`src/rtl/ptlb_pkg.sv`:
```
package ptlb_pkg;

  typedef enum logic [1:0] {
    RES_HIT   = 2'b00,
    RES_INVAL = 2'b01,
    RES_DIRTY = 2'b10,
    RES_MISS  = 2'b11
  } res_e;

endpackage

```
`src/rtl/ptlb_store.sv`:
```
// Slot storage: one register set per slot, loaded by slot number.
module ptlb_store #(
  parameter int N_ENT  = 16,
  parameter int TAG_W  = 19,
  parameter int ASID_W = 8,
  parameter int PFN_W  = 20,
  localparam int IDX_W = $clog2(N_ENT)
) (
  input  logic              clk,
  input  logic              rst_n,
  input  logic              wr_en,
  input  logic [IDX_W-1:0]  wr_idx,
  input  logic [TAG_W-1:0]  wr_tag,
  input  logic [ASID_W-1:0] wr_asid,
  input  logic              wr_glob,
  input  logic [PFN_W-1:0]  wr_pfn0,
  input  logic              wr_v0,
  input  logic              wr_d0,
  input  logic [PFN_W-1:0]  wr_pfn1,
  input  logic              wr_v1,
  input  logic              wr_d1,
  output logic [TAG_W-1:0]  st_tag  [N_ENT],
  output logic [ASID_W-1:0] st_asid [N_ENT],
  output logic              st_glob [N_ENT],
  output logic [PFN_W-1:0]  st_pfn0 [N_ENT],
  output logic              st_v0   [N_ENT],
  output logic              st_d0   [N_ENT],
  output logic [PFN_W-1:0]  st_pfn1 [N_ENT],
  output logic              st_v1   [N_ENT],
  output logic              st_d1   [N_ENT]
);

  for (genvar g = 0; g < N_ENT; g++) begin : g_slot
    logic sel_we;
    assign sel_we = wr_en && (wr_idx == IDX_W'(g));

    always_ff @(posedge clk or negedge rst_n) begin
      if (!rst_n) begin
        st_tag[g]  <= '0;
        st_asid[g] <= '0;
        st_glob[g] <= 1'b0;
        st_pfn0[g] <= '0;
        st_v0[g]   <= 1'b0;
        st_d0[g]   <= 1'b0;
        st_pfn1[g] <= '0;
        st_v1[g]   <= 1'b0;
        st_d1[g]   <= 1'b0;
      end else if (sel_we) begin
        st_tag[g]  <= wr_tag;
        st_asid[g] <= wr_asid;
        st_glob[g] <= wr_glob;
        st_pfn0[g] <= wr_pfn0;
        st_v0[g]   <= wr_v0;
        st_d0[g]   <= wr_d0;
        st_pfn1[g] <= wr_pfn1;
        st_v1[g]   <= wr_v1;
        st_d1[g]   <= wr_d1;
      end
    end
  end

endmodule

```
`src/rtl/ptlb_match.sv`:
```
// Parallel compare of all slots and lowest-index priority pick.
module ptlb_match #(
  parameter int N_ENT  = 16,
  parameter int TAG_W  = 19,
  parameter int ASID_W = 8,
  localparam int IDX_W = $clog2(N_ENT)
) (
  input  logic [TAG_W-1:0]  q_tag,
  input  logic [ASID_W-1:0] q_asid,
  input  logic [TAG_W-1:0]  st_tag  [N_ENT],
  input  logic [ASID_W-1:0] st_asid [N_ENT],
  input  logic              st_glob [N_ENT],
  output logic              any_hit,
  output logic [IDX_W-1:0]  hit_idx
);

  logic [N_ENT-1:0] hit_vec;

  for (genvar g = 0; g < N_ENT; g++) begin : g_cmp
    assign hit_vec[g] = (st_glob[g] || (st_asid[g] == q_asid)) &&
                        (st_tag[g] == q_tag);
  end

  always_comb begin
    hit_idx = '0;
    for (int k = N_ENT - 1; k >= 0; k--) begin
      if (hit_vec[k]) hit_idx = IDX_W'(k);
    end
  end

  assign any_hit = |hit_vec;

endmodule

```
`src/rtl/ptlb_xlate.sv`:
```
// Top: slot storage, compare, half select, registered result.
module ptlb_xlate #(
  parameter int N_ENT   = 16,
  parameter int VA_W    = 32,
  parameter int PA_W    = 32,
  parameter int PG_BITS = 12,
  parameter int ASID_W  = 8,
  localparam int IDX_W  = $clog2(N_ENT),
  localparam int TAG_W  = VA_W - PG_BITS - 1,
  localparam int PFN_W  = PA_W - PG_BITS
) (
  input  logic              clk,
  input  logic              rst_n,
  input  logic              lk_req,
  input  logic [VA_W-1:0]   lk_va,
  input  logic              lk_wr,
  input  logic [ASID_W-1:0] cur_asid,
  input  logic              ew_en,
  input  logic [IDX_W-1:0]  ew_idx,
  input  logic [TAG_W-1:0]  ew_tag,
  input  logic [ASID_W-1:0] ew_asid,
  input  logic              ew_glob,
  input  logic [PFN_W-1:0]  ew_pfn_even,
  input  logic              ew_val_even,
  input  logic              ew_drt_even,
  input  logic [PFN_W-1:0]  ew_pfn_odd,
  input  logic              ew_val_odd,
  input  logic              ew_drt_odd,
  output logic              rs_vld,
  output logic [1:0]        rs_code,
  output logic [PA_W-1:0]   rs_pa,
  output logic              rs_rd_ok,
  output logic              rs_wr_ok
);
  import ptlb_pkg::*;

  // reset: asserted asynchronously, released on the clock
  logic [1:0] rst_sync_q;
  logic       rst_int_n;

  always_ff @(posedge clk or negedge rst_n) begin
    if (!rst_n) rst_sync_q <= 2'b00;
    else        rst_sync_q <= {rst_sync_q[0], 1'b1};
  end
  assign rst_int_n = rst_sync_q[1];

  logic [TAG_W-1:0]  st_tag  [N_ENT];
  logic [ASID_W-1:0] st_asid [N_ENT];
  logic              st_glob [N_ENT];
  logic [PFN_W-1:0]  st_pfn0 [N_ENT];
  logic              st_v0   [N_ENT];
  logic              st_d0   [N_ENT];
  logic [PFN_W-1:0]  st_pfn1 [N_ENT];
  logic              st_v1   [N_ENT];
  logic              st_d1   [N_ENT];

  ptlb_store #(
    .N_ENT(N_ENT), .TAG_W(TAG_W), .ASID_W(ASID_W), .PFN_W(PFN_W)
  ) u_store (
    .clk    (clk),
    .rst_n  (rst_int_n),
    .wr_en  (ew_en),
    .wr_idx (ew_idx),
    .wr_tag (ew_tag),
    .wr_asid(ew_asid),
    .wr_glob(ew_glob),
    .wr_pfn0(ew_pfn_even),
    .wr_v0  (ew_val_even),
    .wr_d0  (ew_drt_even),
    .wr_pfn1(ew_pfn_odd),
    .wr_v1  (ew_val_odd),
    .wr_d1  (ew_drt_odd),
    .st_tag (st_tag),
    .st_asid(st_asid),
    .st_glob(st_glob),
    .st_pfn0(st_pfn0),
    .st_v0  (st_v0),
    .st_d0  (st_d0),
    .st_pfn1(st_pfn1),
    .st_v1  (st_v1),
    .st_d1  (st_d1)
  );

  logic             any_hit;
  logic [IDX_W-1:0] hit_idx;

  ptlb_match #(
    .N_ENT(N_ENT), .TAG_W(TAG_W), .ASID_W(ASID_W)
  ) u_match (
    .q_tag  (lk_va[VA_W-1:PG_BITS+1]),
    .q_asid (cur_asid),
    .st_tag (st_tag),
    .st_asid(st_asid),
    .st_glob(st_glob),
    .any_hit(any_hit),
    .hit_idx(hit_idx)
  );

  // half select and outcome
  logic             odd_half;
  logic [PFN_W-1:0] sel_pfn;
  logic             sel_v;
  logic             sel_d;

  assign odd_half = lk_va[PG_BITS];
  assign sel_pfn  = odd_half ? st_pfn1[hit_idx] : st_pfn0[hit_idx];
  assign sel_v    = odd_half ? st_v1[hit_idx]   : st_v0[hit_idx];
  assign sel_d    = odd_half ? st_d1[hit_idx]   : st_d0[hit_idx];

  res_e            nx_code;
  logic [PA_W-1:0] nx_pa;
  logic            nx_rd;
  logic            nx_wr;

  always_comb begin
    nx_code = RES_MISS;
    nx_pa   = '0;
    nx_rd   = 1'b0;
    nx_wr   = 1'b0;
    if (any_hit) begin
      if (!sel_v) begin
        nx_code = RES_INVAL;
      end else if (lk_wr && !sel_d) begin
        nx_code = RES_DIRTY;
      end else begin
        nx_code = RES_HIT;
        nx_pa   = {sel_pfn, lk_va[PG_BITS-1:0]};
        nx_rd   = 1'b1;
        nx_wr   = sel_d;
      end
    end
  end

  // result register, loaded only on a request
  res_e code_q;

  always_ff @(posedge clk or negedge rst_int_n) begin
    if (!rst_int_n) rs_vld <= 1'b0;
    else            rs_vld <= lk_req;
  end

  always_ff @(posedge clk or negedge rst_int_n) begin
    if (!rst_int_n) begin
      code_q   <= RES_MISS;
      rs_pa    <= '0;
      rs_rd_ok <= 1'b0;
      rs_wr_ok <= 1'b0;
    end else if (lk_req) begin
      code_q   <= nx_code;
      rs_pa    <= nx_pa;
      rs_rd_ok <= nx_rd;
      rs_wr_ok <= nx_wr;
    end
  end

  assign rs_code = code_q;

endmodule

```
`config.mk`:
```
export PLATFORM = sky130hd
export DESIGN_NAME = ptlb_xlate
export DESIGN_NICKNAME = d
export VERILOG_FILES = /design/src/rtl/ptlb_pkg.sv /design/src/rtl/ptlb_store.sv /design/src/rtl/ptlb_match.sv /design/src/rtl/ptlb_xlate.sv
export SDC_FILE = /design/constraint.sdc
export NUM_CORES = 2
export LEC_CHECK = 0
export ABC_CLOCK_PERIOD_IN_PS = 73000
export BUFFER_PORTS_ARGS = -buffer_cell sky130_fd_sc_hd__buf_4
export CAP_MARGIN = 30
export CORE_ASPECT_RATIO = 0.9
export CORE_MARGIN = 4
export CORE_UTILIZATION = 30
export CTS_CLUSTER_SIZE = 8
export DETAILED_ROUTE_END_ITERATION = 8
export PLACE_DENSITY = 0.55
export SLEW_MARGIN = 20
export SYNTH_ARGS = -nofsm -noshare
export SYNTH_HDL_FRONTEND = slang
export SYNTH_SLANG_ARGS = --single-unit
```
`constraint.sdc`:
```
create_clock -name clk -period 73 [get_ports clk]
set_input_delay 18.25 -clock clk [delete_from_list [all_inputs] [get_ports clk]]
set_output_delay 18.25 -clock clk [all_outputs]
set_load 0.005 [all_outputs]
```
---- Word level (Yosys, flattened, before mapping) ----
Cells that the tools add are included.
storage, ports and cells
  input port bits ......................... 121
  flip-flop bits (word level) ............. 1191
cells by class
  $lt $le $gt $ge ......................... 1
  equal/unequal tests ..................... 47
  bitwise operators ....................... 1
  reduce and logical (&&, ||, !) cells .... 52
  muxes and demuxes ....................... 49
operators by type and width
  cell                                                 count
  equality test 19 bit                                 16
  binary-select mux 20 bit (select 4 bit)              2
  equality test 8 bit                                  16
  two-way mux 20 bit                                   5
  two-way mux 32 bit                                   3
  two-way mux 4 bit                                    16
  logical AND 1 bit                                    33
  equality test 4 bit, second input constant           8
  binary-select mux 1 bit (select 4 bit)               4
  equality test 4 x 3 -> 1 bit, second input constant  4
  logical OR 1 bit                                     16
  two-way mux 1 bit                                    16
  OR reduction 16 bit                                  1
  equality test 4 x 2 -> 1 bit, second input constant  2
  two-way mux 2 bit                                    3
  >= comparator 5 bit, second input constant           1
  inverter 4 -> 5 bit                                  1
  equality test 4 x 1 -> 1 bit, second input constant  1
  logical NOT 4 bit                                    1
  logical NOT 1 bit                                    1

---- Logic depth before layout (Yosys ltp) ----
  word-level depth ........................ 29
  depth in mapped cells ................... 21
  depth with buffers taken out ............ 13

---- By module ----
A second synthesis with hierarchy kept.
second synthesis, totals
  cells, all modules ...................... 3878
  area total of the unflattened synthesis .. 55473.2 µm²
modules (own cells, without submodules)
  module      area an instance (µm²)  instances  cells each
  ptlb_store  42823.6                 1          2520
  ptlb_xlate  7269.5                  1          679
  ptlb_match  5380.2                  1          679

---- Least setup slack after synthesis ----
OpenSTA, ideal clock, no wires.
  path type ............................... input-to-reg
  start point ............................. input lk_va[25]
  end point ............................... register rs_pa[21]
  stages on the path ...................... 17
  arrival ................................. 21.770 ns
  slack ................................... 51.094 ns
  cell sequence ........................... buf_2 buf_2 xnor2_1 nand3_1 or4_1 o211a_2 o31ai_4 a31o_1 buf_6 buf_8 buf_12 buf_6 mux4_2 o22ai_1 nand2_1 nand4_1 o22ai_1
on the way
  longest elaborated chain between the ends .. 28
  elaborated cells on any way between the ends .. 76
  classes of those cells .................. eq/ne (16); mux (40); bitwise (1); reduce/logical (19)
RTL lines
  item                                                  RTL line                                                 RTL
  from (decl)                                           ptlb_xlate.sv:15                                         input logic [VA_W-1:0] lk_va,
  equality test 19 bit                                  ptlb_match.sv:21                                         (st_tag[g] == q_tag);
  logical AND 1 bit                                     ptlb_match.sv:20                                         assign hit_vec[g] = (st_glob[g] || (st_asid[g] == q_asid)) &&
  two-way mux 4 bit (16 in a row)                       ptlb_match.sv:27                                         if (hit_vec[k]) hit_idx = IDX_W'(k);
  inverter 4 -> 5 bit (not written as such)             ptlb_xlate.sv:106, ptlb_xlate.sv:107, ptlb_xlate.sv:108
  binary-select mux 1 bit (select 4 bit)                ptlb_xlate.sv:108                                        assign sel_d = odd_half ? st_d1[hit_idx] : st_d0[hit_idx];
  two-way mux 1 bit (not written as such) (2 in a row)  ptlb_xlate.sv:108
  two-way mux 1 bit                                     ptlb_xlate.sv:108
  logical NOT 1 bit                                     ptlb_xlate.sv:123                                        end else if (lk_wr && !sel_d) begin
  logical AND 1 bit                                     ptlb_xlate.sv:123
  two-way mux 32 bit                                    ptlb_xlate.sv:123
  two-way mux 32 bit                                    ptlb_xlate.sv:121                                        if (!sel_v) begin
  two-way mux 32 bit (*)                                ptlb_xlate.sv:120                                        if (any_hit) begin
  to (signal assigned)                                  ptlb_xlate.sv:150                                        rs_pa <= nx_pa;
  to (decl)                                             ptlb_xlate.sv:31                                         output logic [PA_W-1:0] rs_pa,
Mark *: on every way between the ends. The rest lies on a longest branch, timed or not. The select of a mux whose other input is x is not followed.
A chain may end at the register's enable or synchronous reset.

---- Worst setup path after layout ----
  start point ............................. input cur_asid[0]
  end point ............................... register rs_pa[18]
on the way
  longest elaborated chain between the ends .. 29
  elaborated cells on any way between the ends .. 92
  classes of those cells .................. eq/ne (16); mux (40); bitwise (1); reduce/logical (35)
RTL lines
  item                                                  RTL line                                                 RTL
  from (decl)                                           ptlb_xlate.sv:17                                         input logic [ASID_W-1:0] cur_asid,
  equality test 8 bit                                   ptlb_match.sv:20
  logical OR 1 bit                                      ptlb_match.sv:20
  logical AND 1 bit                                     ptlb_match.sv:20
  two-way mux 4 bit (16 in a row)                       ptlb_match.sv:27
  inverter 4 -> 5 bit (not written as such)             ptlb_xlate.sv:106, ptlb_xlate.sv:107, ptlb_xlate.sv:108
  binary-select mux 1 bit (select 4 bit)                ptlb_xlate.sv:108
  two-way mux 1 bit (not written as such) (2 in a row)  ptlb_xlate.sv:108
  two-way mux 1 bit                                     ptlb_xlate.sv:108
  logical NOT 1 bit                                     ptlb_xlate.sv:123
  logical AND 1 bit                                     ptlb_xlate.sv:123
  two-way mux 32 bit                                    ptlb_xlate.sv:123
  two-way mux 32 bit                                    ptlb_xlate.sv:121
  two-way mux 32 bit (*)                                ptlb_xlate.sv:120
Marks and branches as above.

==> run_results.csv <==
group,metric,value,unit
final_layout,area_delta_synth_final,15.2,%
routing,vias_per_cell,5.19,
synth,synth-edff-count,0,
power,p_switching,0.511,mW
synth,synthXorXnorAreaFrac,6.79,%
synth,synthDistinctLibCells,74,
timing,clock.fmax,0.0420,GHz
setup_path,crit_start,"cur_asid[0]",
clocking,cts_tree,"built",
placed_design,dp_slack,48270,ps
timing,finClkSkew,80.5,ps
placed_design,gp_routability_congestion,0.794,
synth,synth_top_family_by_area,"multiplexers",
timing,fin_crit,23820,ps
synth,synth_adder_area_share,0,%
setup_path,regToRegSetupSlack,66580,ps
grt,grt_pass1_wl,259000,um
synth,synth-main-ff-cell,"dfrtp_1",
synth,synthMuxAreaShare,28.9,%
timing,fin_crit_sh,32.6,%
grt,grt_pass1_vias,36000,
timing,hold_slack,350,ps
die,num_io_pins,158,
placed_design,io_buffers,157,
synth,netlist_top_cells_area,"dfrtp_1, mux2_2, xor2_1",
synth,yosysTopAreaCell,"dfrtp_1",
final_layout,nFillCells,17700,
routing,wl,176000,um
placed_design,dp_hpwl,102000,um
routing,post_drt_wl_per_cell,26.6,um
setup_path,reg2reg_from,"u_store.st_asid[110]",
routing,vias,34400,
final_layout,final_cells,6620,
die,start_util,30.3,%
clocking,post_cts_buffers,0,
synth,yosys.area.top_type_share,53.4,%
routing,drtAntennaViolNets,0,
die,die_w,462,um
synth,ys_ff_latch,1191,
synth,ys_seq_area_share,53.5,%
timing,finalSetupViolCount,0,
run,max-cap-violations,0,
synth,async_flop_share,100,%
clocking,clk_pin_slew,50,ps
clocking,clk_path_buf_depth,3,
routing,dr.first_iter.drc_count,2428,
setup_path,crit_required,73640,ps
timing,fin_tns_setup,0,ps
final_layout,layout.cells.most_common_list,"dfrtp_1, mux2_2, xor2_1",
setup_path,crit_path_top_delay_cell,"buf_4",
clocking,clock_latency,830,ps
setup_path,crit_end,"rs_pa[18]",
clocking,cts.repair.resized,0,
worst_hold_path,hp-class,"reg2reg",
final_layout,post-route-util,34.9,%
setup_path,endpoint_kind,"flop",
placed_design,dpl.cell_count,6406,
die,dieArea,193000,um2
grt,antenna_found_initial,23,
clocking,htree_levels,4,
routing,drc,0,
power,seq_power_share,46.9,%
setup_path,crit_path_frequent_cell,"buf_4",
timing,setup_ws,49180,ps
power,p_comb_share,15.9,%
clocking,cts_inserted_buffers,168,
power,pwr-share-clk,37.2,%
power,p_leak,27.0,nW
setup_path,crit_chain,"buf_4 -> xor2_1 -> nor4_1 -> a21oi_1 -> nor3_1 -> nor2_1 -> o21ba_2 -> a31oi_4 -> buf_4 -> mux2_2 -> a221o_1 -> a311oi_1 -> a32oi_1 -> nand2b_2 -> buf_4 -> o22ai_1",
timing,tightest_slew,1030,ps
clocking,cts_root_buffer,"clkbuf_16",
timing,relSlewSlack,31.0,%
synth,syn_nets,4211,
synth,yosysWarningCount,0,
setup_path,critPathKind,"in2reg",
power,ir_drop,0.0238,mV
final_layout,layout.nets,4292,
timing,rsz0062_at_grt,"false",
die,placementRows,149,
routing,first_pass_iters,6,
die,coreArea,184000,um2
synth,synth.avg_cell_area,13.6,um2
final_layout,layout_commonest_cell,"dfrtp_1",
final_layout,multi_input_area,24300,um2
final_layout,layout-drive-gt1-share,40.5,%
setup_path,arrival,24460,ps
setup_path,slowest_delay,750,ps
timing,hold_viol_final,0,
synth,synth_compound_gate_area_share,3.10,%
clocking,cts.sinks,1191,
power,p_int,1.40,mW
power,power_density,29.7,nW/um2
grt,gr-total-overflow,0,
synth,synthSimpleGateAreaFrac,4.39,%
setup_path,start_kind,"input port",
timing,drv_slew,0,
die,die_h,417,um
grt,grt_max_degree,91,
setup_path,r2r_cells,15,
outcome,outcome,"completed",
setup_path,critPathMaxFanout,42,
power,switching_share,26.8,%
clocking,ctsHoldBuffers,0,
setup_path,r2r-end,"rs_pa[18]",
final_layout,seqCellArea,29800,um2
grt,grt_usage,18.2,%
synth,syn-cell-area,55700,um2
synth,netlist_instances,4090,
-- state kept, by name, summed over array words and instances (netlist names) --
register	flops
u_store.st_pfn0	320
rs_vld	1
rs_wr_ok	1
u_store.st_glob	16
u_store.st_pfn1	320
u_store.st_d1	16
u_store.st_v1	16
rs_rd_ok	1
rst_sync_q	2
u_store.st_d0	16
rs_code	2
u_store.st_tag	304
rs_pa	32
u_store.st_v0	16
u_store.st_asid	128
-- power by group through the flow --
stage               registers, mW  clock network (mW)  logic, mW
floorplan                   0.894                   0      0.229
global placement            0.898                   0      0.296
detailed placement          0.903                   0      0.303
CTS                         0.893               0.729      0.304
global route                0.911               0.757      0.333
finish                      0.895               0.711      0.303
-- worst max-delay path, delay by kind of cell --
| family | cells | cell delay [ps] |
|---|---|---|
| AOI/OAI and AO/OA | 7 | 2270 |
| xor gates and xnor gates | 1 | 120 |
| buffers and inverters | 3 | 1590 |
| muxes | 1 | 410 |
| and+or+nand+nor | 4 | 1700 |
-- cell usage after synthesis, drive strengths merged, types with 5 or more instances --
library cell  count
dfrtp          1189
mux2           1151
xor2            384
clkbuf          228
nand2           185
mux2i           143
nor4            105
buf             104
mux4             75
inv              54
o22ai            50
nor2             48
xnor2            48
nand4            35
a21oi            26
a32oi            24
and3             21
nand3            21
a22oi            20
nor3             19
o21ai            19
a32o             15
a31oi            14
a221o            11
nand2b           11
a211oi           10
a221oi            9
or3               8
o211ai            5
or4               5
-- metrics by stage --
stage	total power [mW]	instance area [um2]
6_report	1.91	64200
4_1_cts	1.93	63900
5_1_grt	2.00	64200
2_1_floorplan	1.12	55700
3_5_place_dp	1.21	59200
3_3_place_gp	1.19	59000
-- kinds of logic after synthesis --
group                  count (synthesis)
AO/OA/AOI/OAI                        231
multiplexers                        1369
other                                  1
flip-flops                          1191
AND/OR/NAND/NOR                      479
XOR/XNOR                             432
buffers and inverters                387
-- cell type report --
class	count	share of cell area (%)
sequential	1191	46.4
multi-input combinational	2512	37.8
clock buffer	181	6.66
tap	2416	4.71
timing repair buffer	243	3.44
clock inverter	17	0.585
inverter	55	0.322
antenna	5	0.0195
-- layer usage --
layer	vias to the layer above	wire length, um	GRT usage [%]
met1	18600	79500	24.9
li1	14700	-	-
met2	809	83000	29.2
met4	8	5070	5.84
met5	-	44	0
met3	290	8620	3.43
-- worst min-delay path by stage --
stage                              from       endpoint  slack (ps)  cells past startpoint
after floorplan           rst_sync_q[0]  rst_sync_q[1]         330                      0
after global placement    rst_sync_q[0]  rst_sync_q[1]         340                      0
after detailed placement  rst_sync_q[0]  rst_sync_q[1]         340                      0
after CTS                 rst_sync_q[0]  rst_sync_q[1]         350                      0
after global routing      rst_sync_q[0]  rst_sync_q[1]         350                      0
final                     rst_sync_q[0]  rst_sync_q[1]         350                      0
No activity file was read; power rests on OpenSTA's default activity.
